<file path="src/rtl/pme_pkg.sv">
package pme_pkg;

    // Slice condition codes (encoding is visible to software)
    typedef enum logic [2:0] {
        COND_ONE     = 3'd0,
        COND_RISE_ST = 3'd1,
        COND_FALL_ST = 3'd2,
        COND_EDGE_ST = 3'd3,
        COND_HIGH    = 3'd4,
        COND_LOW     = 3'd5,
        COND_ZERO    = 3'd6,
        COND_EVENT   = 3'd7
    } cond_e;

    localparam int unsigned COND_W = 3;

    // Configuration register addresses
    localparam int unsigned ADDR_CTRL  = 0;
    localparam int unsigned ADDR_COND  = 1;
    localparam int unsigned ADDR_ENDP  = 2;
    localparam int unsigned ADDR_CLR   = 3;
    localparam int unsigned ADDR_PINEN = 4;
    localparam int unsigned ADDR_SRC   = 5;

endpackage

</file>
<file path="src/rtl/pme_sync.sv">
module pme_sync #(
    parameter int unsigned WIDTH = 8
) (
    input  logic             clk,
    input  logic             rst_n,
    input  logic [WIDTH-1:0] pins_i,
    output logic [WIDTH-1:0] lvl_o,
    output logic [WIDTH-1:0] rise_o,
    output logic [WIDTH-1:0] fall_o
);

    typedef struct packed {
        logic [WIDTH-1:0] meta;
        logic [WIDTH-1:0] sync;
        logic [WIDTH-1:0] prev;
    } sync_state_t;

    sync_state_t s_d, s_q;

    always_comb begin
        s_d      = s_q;
        s_d.meta = pins_i;
        s_d.sync = s_q.meta;
        s_d.prev = s_q.sync;
    end

    always_ff @(posedge clk or negedge rst_n) begin
        if (!rst_n) s_q <= '0;
        else        s_q <= s_d;
    end

    assign lvl_o  = s_q.sync;
    assign rise_o = s_q.sync & ~s_q.prev;
    assign fall_o = ~s_q.sync & s_q.prev;

    // Two flops between a pin and the level used by the slices
    assert_sync_delay_R2: assert property (@(posedge clk) disable iff (!rst_n)
        $past(rst_n) && $past(rst_n, 2) |-> lvl_o == $past(pins_i, 2));

endmodule

</file>
<file path="src/rtl/pme_slice.sv">
module pme_slice
    import pme_pkg::*;
#(
    parameter int unsigned NUM_IN = 8,
    parameter int unsigned SRC_W  = 3
) (
    input  logic              clk,
    input  logic              rst_n,
    input  logic [COND_W-1:0] cond_i,
    input  logic [SRC_W-1:0]  src_i,
    input  logic [NUM_IN-1:0] lvl_i,
    input  logic [NUM_IN-1:0] rise_i,
    input  logic [NUM_IN-1:0] fall_i,
    input  logic              swclr_i,
    input  logic              rewrite_i,
    output logic              val_o
);

    typedef struct packed {
        logic held;
    } slice_state_t;

    slice_state_t s_d, s_q;
    logic lvl_sel, rise_sel, fall_sel, edge_hit;

    always_comb begin
        lvl_sel  = lvl_i[src_i];
        rise_sel = rise_i[src_i];
        fall_sel = fall_i[src_i];
        edge_hit = 1'b0;
        val_o    = 1'b0;
        unique case (cond_e'(cond_i))
            COND_ONE:     val_o = 1'b1;
            COND_RISE_ST: edge_hit = rise_sel;
            COND_FALL_ST: edge_hit = fall_sel;
            COND_EDGE_ST: edge_hit = rise_sel | fall_sel;
            COND_HIGH:    val_o = lvl_sel;
            COND_LOW:     val_o = ~lvl_sel;
            COND_ZERO:    val_o = 1'b0;
            COND_EVENT:   val_o = rise_sel | fall_sel;
            default:      val_o = 1'b0;
        endcase
        if (cond_i == COND_RISE_ST || cond_i == COND_FALL_ST || cond_i == COND_EDGE_ST)
            val_o = s_q.held | edge_hit;

        s_d = s_q;
        if (rewrite_i) s_d.held = 1'b0;
        else           s_d.held = (s_q.held & ~swclr_i) | edge_hit;
    end

    always_ff @(posedge clk or negedge rst_n) begin
        if (!rst_n) s_q <= '0;
        else        s_q <= s_d;
    end

    assert_held_keeps_R5: assert property (@(posedge clk) disable iff (!rst_n)
        $past(s_q.held) && !$past(swclr_i) && !$past(rewrite_i) |-> s_q.held);

    assert_edge_beats_clear_R6: assert property (@(posedge clk) disable iff (!rst_n)
        edge_hit && swclr_i && !rewrite_i |=> s_q.held);

endmodule

</file>
<file path="src/rtl/pme_chain.sv">
module pme_chain #(
    parameter int unsigned NUM_IN = 8
) (
    input  logic [NUM_IN-1:0] val_i,
    input  logic [NUM_IN-1:0] ep_i,
    output logic              hit_o
);

    logic [NUM_IN:0] prod;
    logic [NUM_IN:0] acc;

    // Running AND restarts after every closing slice; the last slice always closes
    always_comb begin
        prod[0] = 1'b1;
        acc[0]  = 1'b0;
        for (int k = 0; k < NUM_IN; k++) begin
            if (ep_i[k] || k == NUM_IN - 1) begin
                acc[k+1]  = acc[k] | (prod[k] & val_i[k]);
                prod[k+1] = 1'b1;
            end else begin
                acc[k+1]  = acc[k];
                prod[k+1] = prod[k] & val_i[k];
            end
        end
        hit_o = acc[NUM_IN];
    end

endmodule

</file>
<file path="src/rtl/pmatch_engine.sv">
module pmatch_engine
    import pme_pkg::*;
#(
    parameter int unsigned NUM_IN = 8,
    parameter int unsigned ADDR_W = 3
) (
    input  logic                     clk,
    input  logic                     rst_n,
    input  logic [NUM_IN-1:0]        pins_i,
    input  logic                     cfg_we_i,
    input  logic [ADDR_W-1:0]        cfg_addr_i,
    input  logic [NUM_IN*COND_W-1:0] cfg_wdata_i,
    output logic                     irq_o,
    output logic                     match_o
);

    localparam int unsigned SRC_W  = $clog2(NUM_IN);
    localparam int unsigned DATA_W = NUM_IN * COND_W;

    typedef struct packed {
        logic                               mode;
        logic [NUM_IN-1:0][COND_W-1:0]      cond;
        logic [NUM_IN-1:0][SRC_W-1:0]       src;
        logic [NUM_IN-1:0]                  endp;
        logic [NUM_IN-1:0]                  rise_en;
        logic [NUM_IN-1:0]                  fall_en;
        logic [NUM_IN-1:0]                  pend;
        logic                               match;
        logic                               irq;
    } eng_state_t;

    function automatic eng_state_t reset_state();
        eng_state_t r;
        r = '0;
        for (int k = 0; k < NUM_IN; k++) begin
            r.cond[k] = COND_W'(COND_ZERO);
            r.src[k]  = SRC_W'(k);
        end
        return r;
    endfunction

    localparam eng_state_t RST_STATE = reset_state();

    eng_state_t s_d, s_q;

    logic [NUM_IN-1:0] lvl, rise, fall;
    logic [NUM_IN-1:0] slice_val;
    logic [NUM_IN-1:0] swclr;
    logic [NUM_IN-1:0] pend_clr, pend_set;
    logic              rewrite;
    logic              expr_hit;
    logic              wr_ctrl, wr_cond, wr_endp, wr_clr, wr_pinen, wr_src;

    pme_sync #(.WIDTH(NUM_IN)) u_sync (
        .clk    (clk),
        .rst_n  (rst_n),
        .pins_i (pins_i),
        .lvl_o  (lvl),
        .rise_o (rise),
        .fall_o (fall)
    );

    for (genvar g = 0; g < NUM_IN; g++) begin : g_slice
        pme_slice #(.NUM_IN(NUM_IN), .SRC_W(SRC_W)) u_slice (
            .clk       (clk),
            .rst_n     (rst_n),
            .cond_i    (s_q.cond[g]),
            .src_i     (s_q.src[g]),
            .lvl_i     (lvl),
            .rise_i    (rise),
            .fall_i    (fall),
            .swclr_i   (swclr[g]),
            .rewrite_i (rewrite),
            .val_o     (slice_val[g])
        );
    end

    pme_chain #(.NUM_IN(NUM_IN)) u_chain (
        .val_i (slice_val),
        .ep_i  (s_q.endp),
        .hit_o (expr_hit)
    );

    always_comb begin
        wr_ctrl  = cfg_we_i && (cfg_addr_i == ADDR_W'(ADDR_CTRL));
        wr_cond  = cfg_we_i && (cfg_addr_i == ADDR_W'(ADDR_COND));
        wr_endp  = cfg_we_i && (cfg_addr_i == ADDR_W'(ADDR_ENDP));
        wr_clr   = cfg_we_i && (cfg_addr_i == ADDR_W'(ADDR_CLR));
        wr_pinen = cfg_we_i && (cfg_addr_i == ADDR_W'(ADDR_PINEN));
        wr_src   = cfg_we_i && (cfg_addr_i == ADDR_W'(ADDR_SRC));

        rewrite  = wr_ctrl | wr_cond | wr_endp | wr_src;
        swclr    = wr_clr ? cfg_wdata_i[NUM_IN-1:0] : '0;

        s_d = s_q;
        if (wr_ctrl) s_d.mode = cfg_wdata_i[0];
        if (wr_cond) begin
            for (int k = 0; k < NUM_IN; k++)
                s_d.cond[k] = cfg_wdata_i[k*COND_W +: COND_W];
        end
        if (wr_endp) s_d.endp = cfg_wdata_i[NUM_IN-1:0];
        if (wr_pinen) begin
            s_d.rise_en = cfg_wdata_i[NUM_IN-1:0];
            s_d.fall_en = cfg_wdata_i[2*NUM_IN-1:NUM_IN];
        end
        if (wr_src) begin
            for (int k = 0; k < NUM_IN; k++)
                s_d.src[k] = cfg_wdata_i[k*SRC_W +: SRC_W];
        end

        // Per-line pending bits, only in per-line mode
        pend_clr = wr_ctrl ? '1 : swclr;
        pend_set = s_d.mode ? '0 : ((rise & s_q.rise_en) | (fall & s_q.fall_en));
        s_d.pend = (s_q.pend & ~pend_clr) | pend_set;

        // Pattern result and its rising-edge interrupt
        s_d.match = s_d.mode & expr_hit;
        s_d.irq   = s_d.mode & expr_hit & ~s_q.match;
    end

    always_ff @(posedge clk or negedge rst_n) begin
        if (!rst_n) s_q <= RST_STATE;
        else        s_q <= s_d;
    end

    assign match_o = s_q.match;
    assign irq_o   = s_q.mode ? s_q.irq : |s_q.pend;

    assert_match_needs_slice_R4: assert property (@(posedge clk) disable iff (!rst_n)
        s_q.match |-> $past(|slice_val));

    assert_irq_on_rise_R8: assert property (@(posedge clk) disable iff (!rst_n)
        s_q.mode && irq_o |-> match_o && !$past(match_o));

    assert_line_mode_quiet_R9: assert property (@(posedge clk) disable iff (!rst_n)
        !s_q.mode |-> !match_o);

    assert_pend_has_cause_R9: assert property (@(posedge clk) disable iff (!rst_n)
        |(s_q.pend & ~$past(s_q.pend)) |->
            $past(|((rise & s_q.rise_en) | (fall & s_q.fall_en))));

    assert_pattern_no_pend_R10: assert property (@(posedge clk) disable iff (!rst_n)
        s_q.mode |-> s_q.pend == '0);

endmodule

</file>
<file path="config.mk">
export PLATFORM = sky130hd
export DESIGN_NAME = pmatch_engine
export DESIGN_NICKNAME = d
export VERILOG_FILES = /design/src/rtl/pme_pkg.sv /design/src/rtl/pme_sync.sv /design/src/rtl/pme_slice.sv /design/src/rtl/pme_chain.sv /design/src/rtl/pmatch_engine.sv
export SDC_FILE = /design/constraint.sdc
export NUM_CORES = 1
export LEC_CHECK = 0
export BUFFER_PORTS_ARGS = -buffer_cell sky130_fd_sc_hd__buf_2
export CAP_MARGIN = 20
export CORE_ASPECT_RATIO = 0.75
export CORE_MARGIN = 2
export CORE_UTILIZATION = 45
export CTS_CLUSTER_DIAMETER = 200
export DETAILED_ROUTE_END_ITERATION = 6
export SETUP_SLACK_MARGIN = 0.02
export SKIP_CTS_REPAIR_TIMING = 1
export SKIP_LAST_GASP = 1
export SYNTH_ARGS = -nofsm -noshare
export SYNTH_HDL_FRONTEND = slang
export SYNTH_HIERARCHICAL = 1
export SYNTH_SLANG_ARGS = --single-unit
</file>
<file path="constraint.sdc">
create_clock -name clk -period 3.01 [get_ports clk]
set_input_delay 0.602 -clock clk [delete_from_list [all_inputs] [get_ports clk]]
set_output_delay 0.602 -clock clk [all_outputs]
set_load 0.005 [all_outputs]
</file>
==> flow_summary.json, run 1 <==
{
  "port_buffers": 39,
  "initial_core_util": 0.460,
  "synth_nets": 582,
  "cts-root-buf": "clkbuf_16",
  "rows": 39,
  "grt_pass1_vias": 5027,
  "track_usage": 0.236,
  "p_leak_nw": 3.51,
  "grt_pass1_wl_microns": 29000,
  "r2r_end": "match_o$_DFF_PN0_",
  "path_class": "register to register",
  "rr_worst_depth": 10,
  "peakVddDrop_v": 0.000412,
  "postRouteAntennaNets": 0,
  "nets": 640,
  "dr.pass1.iters": 5,
  "power_w": 0.00646,
  "arrival_ps": 3330,
  "crit_path_max_incr_delay_ps": 480,
  "max_cap_viol_count": 0,
  "layout-drive-gt1-share": 0.433,
  "cts_made_buffers": 17,
  "fin_worst_skew_ps": 5.26,
  "final_util": 0.539,
  "path_clk_slew_ps": 50,
  "die_x_microns": 148,
  "grt-ovfl-total": 0,
  "gp_congestion": 0.820,
  "failed_checks": "setup timing",
  "final_cells": 820,
  "syn_inst": 544,
  "crit_path_end_kind": "register",
  "status": "finished, violations left",
  "rsz0062_at_grt": "true",
  "rr_startpoint": "u_sync/lvl_o[4]$_DFF_PN0_",
  "hp-class": "input pin to async pin",
  "dp_hpwl_microns": 12600,
  "min_period_ps": 3030,
  "max_freq_mhz": 330,
  "cpLargestDelayFamily": "multiplexers",
  "hold_viol_final": 0,
  "p_per_area_nw_per_um2": 785,
  "post_drt_wl_per_cell_microns": 22.8,
  "required_ps": 3300,
  "path_max_fanout": 9,
  "top_level_ports": 40,
  "crit_path_start_kind": "register",
  "syn_avg_cell_area_sq_um": 12.9,
  "core-area_sq_um": 15300,
  "drt_iter0_drc": 298,
  "area_growth_pct": 17.2,
  "die-height_microns": 112,
  "via_per_inst": 5.97,
  "setup_slack_ps": -23.1,
  "setup_violations": 2,
  "place_inst": 782,
  "min_period_over_period": 1.01,
  "drc_errors": 0,
  "cp_cell_sequence": "and2b_2 -> mux2_4 -> mux4_2 -> o21ai_0 -> o2111ai_2 -> o211ai_2 -> nand2_1 -> maj3_2 -> nand4b_1 -> nor2b_2",
  "crit_buf_inv": 0,
  "grt_max_degree": 56,
  "relSlewSlack": 0.604,
  "vias": 4897,
  "antenna_found_initial": 0,
  "slowest_stage": "mux4_2",
  "reg2reg_slack_ps": -20,
  "worstMarginPinSlew_ps": 589,
  "worstSkewPairLatency_ps": 420,
  "cts.sinks": 114,
  "synth_area_sq_um": 7030,
  "routed_wl_microns": 18700,
  "cp.depth": 10,
  "yosysWarnings": 6,
  "slew_viol_final": 0,
  "cts-htree-levels": 4,
  "clock_path_buffers": 2,
  "die_area_sq_um": 16600,
  "cts_tree": "built",
  "antenna_cells": 0
}
stage by stage:
step	setup slack, ps	area (sq um)	hold slack (ps)	setup TNS (ps)
floorplan	326	7030	306	0
global placement	47.3	7450	336	0
detailed placement	0.355	7450	335	0
CTS	-11.8	8110	53.2	-18.2
global route	-123	8230	56.0	-245
finish	-23.1	8230	59.3	-33.9
worst reg2reg max path: stages (launching register included):
cell and delay, ps:
dfrtp_1 380, and2b_2 300, mux2_4 300, mux4_2 480, o21ai_0 290, o2111ai_2 230
o211ai_2 220, nand2_1 80, maj3_2 280, nand4b_1 180, nor2b_2 170
routing by layer:
layer	share of wire	GRT usage	wire length [microns]
met3	0.059	0.0638	1090
met1	0.47	0.334	8720
met4	0.018	0.0768	333
met2	0.46	0.354	8510
met5	0	0	0
sequential cells by signal (all words and copies together), names as in the netlist:
name,count
s_q,81
g_slice.u_slice/s_q,8
u_sync/lvl_o,8
u_sync/s_d,8
u_sync/s_q,8
match_o,1
area by class of cell:
class	instances	area (sq um)
Multi-Input combinational cell	393	3950
Clock inverter	10	206
Inverter	11	41.3
Clock buffer	22	454
Timing Repair Buffer	65	422
Fill cell	1249	7040
Sequential cell	114	2900
Tap cell	205	256
placed cells by master, fill, tap and decap left out, types with 3 or more instances in the layout:
cell type  count
dfrtp_1       85
mux2_2        72
buf_2         38
mux2i_1       32
nor2b_1       32
nand2_1       26
mux2_4        25
dfstp_2       25
buf_4         24
and2_1        17
clkbuf_16     17
mux2_1        16
o21ai_0       15
mux4_1        15
inv_1         11
and2b_2       11
a22oi_1       10
o22ai_1       10
o211ai_1      10
nor2_1         9
mux4_2         9
o2bb2ai_1      8
a2bb2oi_1      8
a32oi_1        8
nor2b_4        8
a22o_1         7
xnor2_1        7
bufinv_16      6
and2b_4        5
clkbuf_1       4
o2111ai_2      4
o2111ai_1      4
dfstp_4        3
power by group:
group / switching [W] / leakage [nW] / internal, W
Combinational: 0.000739 / 1.87 / 0.00104
Sequential: 0.000459 / 1.32 / 0.00193
Clock: 0.000723 / 0.318 / 0.00157
Total: 0.00192 / 3.51 / 0.00454
how the worst max path moves through the flow:
stage	endpoint	from
2_1_floorplan	s_q[0]$_DFF_PN0_	u_sync/lvl_o[6]$_DFF_PN0_
3_3_place_gp	s_q[0]$_DFF_PN0_	s_q[55]$_DFFE_PN1P_
3_5_place_dp	match_o$_DFF_PN0_	s_q[55]$_DFFE_PN1P_
4_1_cts	match_o$_DFF_PN0_	s_q[55]$_DFFE_PN1P_
5_1_grt	match_o$_DFF_PN0_	u_sync/lvl_o[4]$_DFF_PN0_
6_report	match_o$_DFF_PN0_	u_sync/lvl_o[4]$_DFF_PN0_
No activity file was read; power rests on OpenSTA's default activity.
==> run 2: changes to the inputs <==
==> constraint.sdc (replaced) <==
create_clock -name clk -period 3.01 [get_ports clk]
set_input_delay 0.903 -clock clk [delete_from_list [all_inputs] [get_ports clk]]
set_output_delay 0.903 -clock clk [all_outputs]
set_load 0.005 [all_outputs]
==> flow_summary.json, run 2 (same netlist as run 1, synthesis figures left out) <==
{
  "routed_wl_microns": 18400,
  "rsz0062_at_grt": "true",
  "layout_commonest_cell": "dfrtp_1",
  "arrival_ps": 3290,
  "swShare": 0.305,
  "min_period_over_period": 0.998,
  "pwr-share-seq": 0.384,
  "die_x_microns": 148,
  "dr.pass1.iters": 5,
  "whs_ps": 344,
  "gp_congestion": 0.849,
  "cts-htree-levels": 4,
  "setup_slack_ps": 7.21,
  "cts-root-buf": "clkbuf_16",
  "cts_tree": "built",
  "crit_path_start_kind": "register",
  "grt_pass1_vias": 5130,
  "cts.sinks": 114,
  "hp-class": "register to register",
  "comb_power_share": 0.286,
  "status": "completed",
  "grt_pass1_wl_microns": 28800,
  "crit_path_end_kind": "register",
  "setup_violations": 0,
  "peakVddDrop_v": 0.000374,
  "path_class": "register to register",
  "most-common-layout-cells": "84 x dfrtp_1, 72 x mux2_2, 38 x buf_2",
  "area_growth_pct": 16.6,
  "place_inst": 782,
  "die-height_microns": 112,
  "rows": 39,
  "path_clk_slew_ps": 60,
  "p_per_area_nw_per_um2": 762,
  "fin_worst_skew_ps": 6.20,
  "p_sw_w": 0.00191,
  "cts_made_buffers": 17,
  "drt_iter0_drc": 364,
  "fin_setup_tns_ps": 0,
  "drc_errors": 0,
  "regMostFlops": "s_q",
  "top_level_ports": 40,
  "slew_viol_final": 0,
  "path_max_fanout": 5,
  "antenna_found_initial": 0,
  "die_area_sq_um": 16600,
  "clock_path_buffers": 2,
  "grt-ovfl-total": 0,
  "min_period_ps": 3000,
  "postRouteAntennaNets": 0,
  "port_buffers": 39,
  "final_cells": 821,
  "rr_startpoint": "s_q[55]$_DFFE_PN1P_",
  "via_per_inst": 6.02,
  "required_ps": 3300,
  "grt_max_degree": 52,
  "max_cap_viol_count": 0,
  "hp-start": "u_sync/s_d[13]$_DFF_PN0_",
  "initial_core_util": 0.460,
  "hold_viol_final": 0,
  "post_drt_wl_per_cell_microns": 22.4,
  "layout-drive-gt1-share": 0.442,
  "track_usage": 0.233,
  "p_int_w": 0.00434,
  "worstMarginPinSlew_ps": 557,
  "dp_hpwl_microns": 12500,
  "antenna_cells": 0,
  "p_leak_nw": 3.49,
  "max_freq_mhz": 333,
  "power.clock.fraction": 0.331,
  "relSlewSlack": 0.628,
  "final_util": 0.536,
  "crit_path_start": "s_q[55]$_DFFE_PN1P_",
  "core-area_sq_um": 15300,
  "worstSkewPairLatency_ps": 420,
  "nets": 641,
  "largest_reg_flops": 81,
  "pre_cts_slack_ps": 29.9,
  "vias": 4941
}
run 2: changes by cell type in the layout (fill, tap and decap cells not counted), sizes merged:
cell | previous run | this run
clkinv | 3 | 5
buf | 65 | 66
bufinv | 6 | 3
inv | 11 | 12
run 2: worst max-delay path: stages, from the launching register on:
cell and delay (ps):
dfstp_4 640, buf_12 120, mux2_4 290, mux4_2 500, o211ai_1 230, o2111ai_2 240, o21a_1 240, o21a_1 210
a21oi_2 110, nand4b_1 120, nor3b_2 170
run 2: power groups by stage:
stage	clock (W)	combinational (W)	sequential [W]
6_report	0.00207	0.00179	0.00240
3_5_place_dp	0	0.00166	0.00240
3_3_place_gp	0	0.00161	0.00238
4_1_cts	0.00209	0.00167	0.00238
2_1_floorplan	0	0.00142	0.00218
5_1_grt	0.00217	0.00193	0.00245
run 2: final timing paths:
kind	endpoint	slack (ps)	depth (start not counted)
max in group asynchronous	s_q[71]$_DFFE_PN1P_	1760	2
worst min-delay path	u_sync/lvl_o[5]$_DFF_PN0_	340	0
worst min register to register	u_sync/lvl_o[5]$_DFF_PN0_	340	0
worst max register to register	s_q[0]$_DFF_PN0_	7	10
min in group asynchronous	g_slice[7].u_slice/s_q$_DFF_PN0_	470	1
worst max-delay path	s_q[0]$_DFF_PN0_	7	10
run 2: metrics by stage:
step | instance area, sq um | total power [W]
final | 8190 | 0.00625
after CTS | 8060 | 0.00615
after global routing | 8190 | 0.00655
after global placement | 7450 | 0.00398
after floorplan | 7030 | 0.00360
after detailed placement | 7450 | 0.00406
run 2: metal layers:
layer  global-route usage  share of wire
met1                0.328           0.46
met2                0.355           0.46
met3               0.0557          0.064
met4               0.0806          0.019
met5                    0              0
run 2: final cells by class:
cell class	count	area, sq um
fill	1281	7080
multi-input combinational	393	3960
sequential	114	2900
tap	205	256
clock buffer	22	474
timing repair buffer	66	429
inverter	11	41.3
clock inverter	10	131
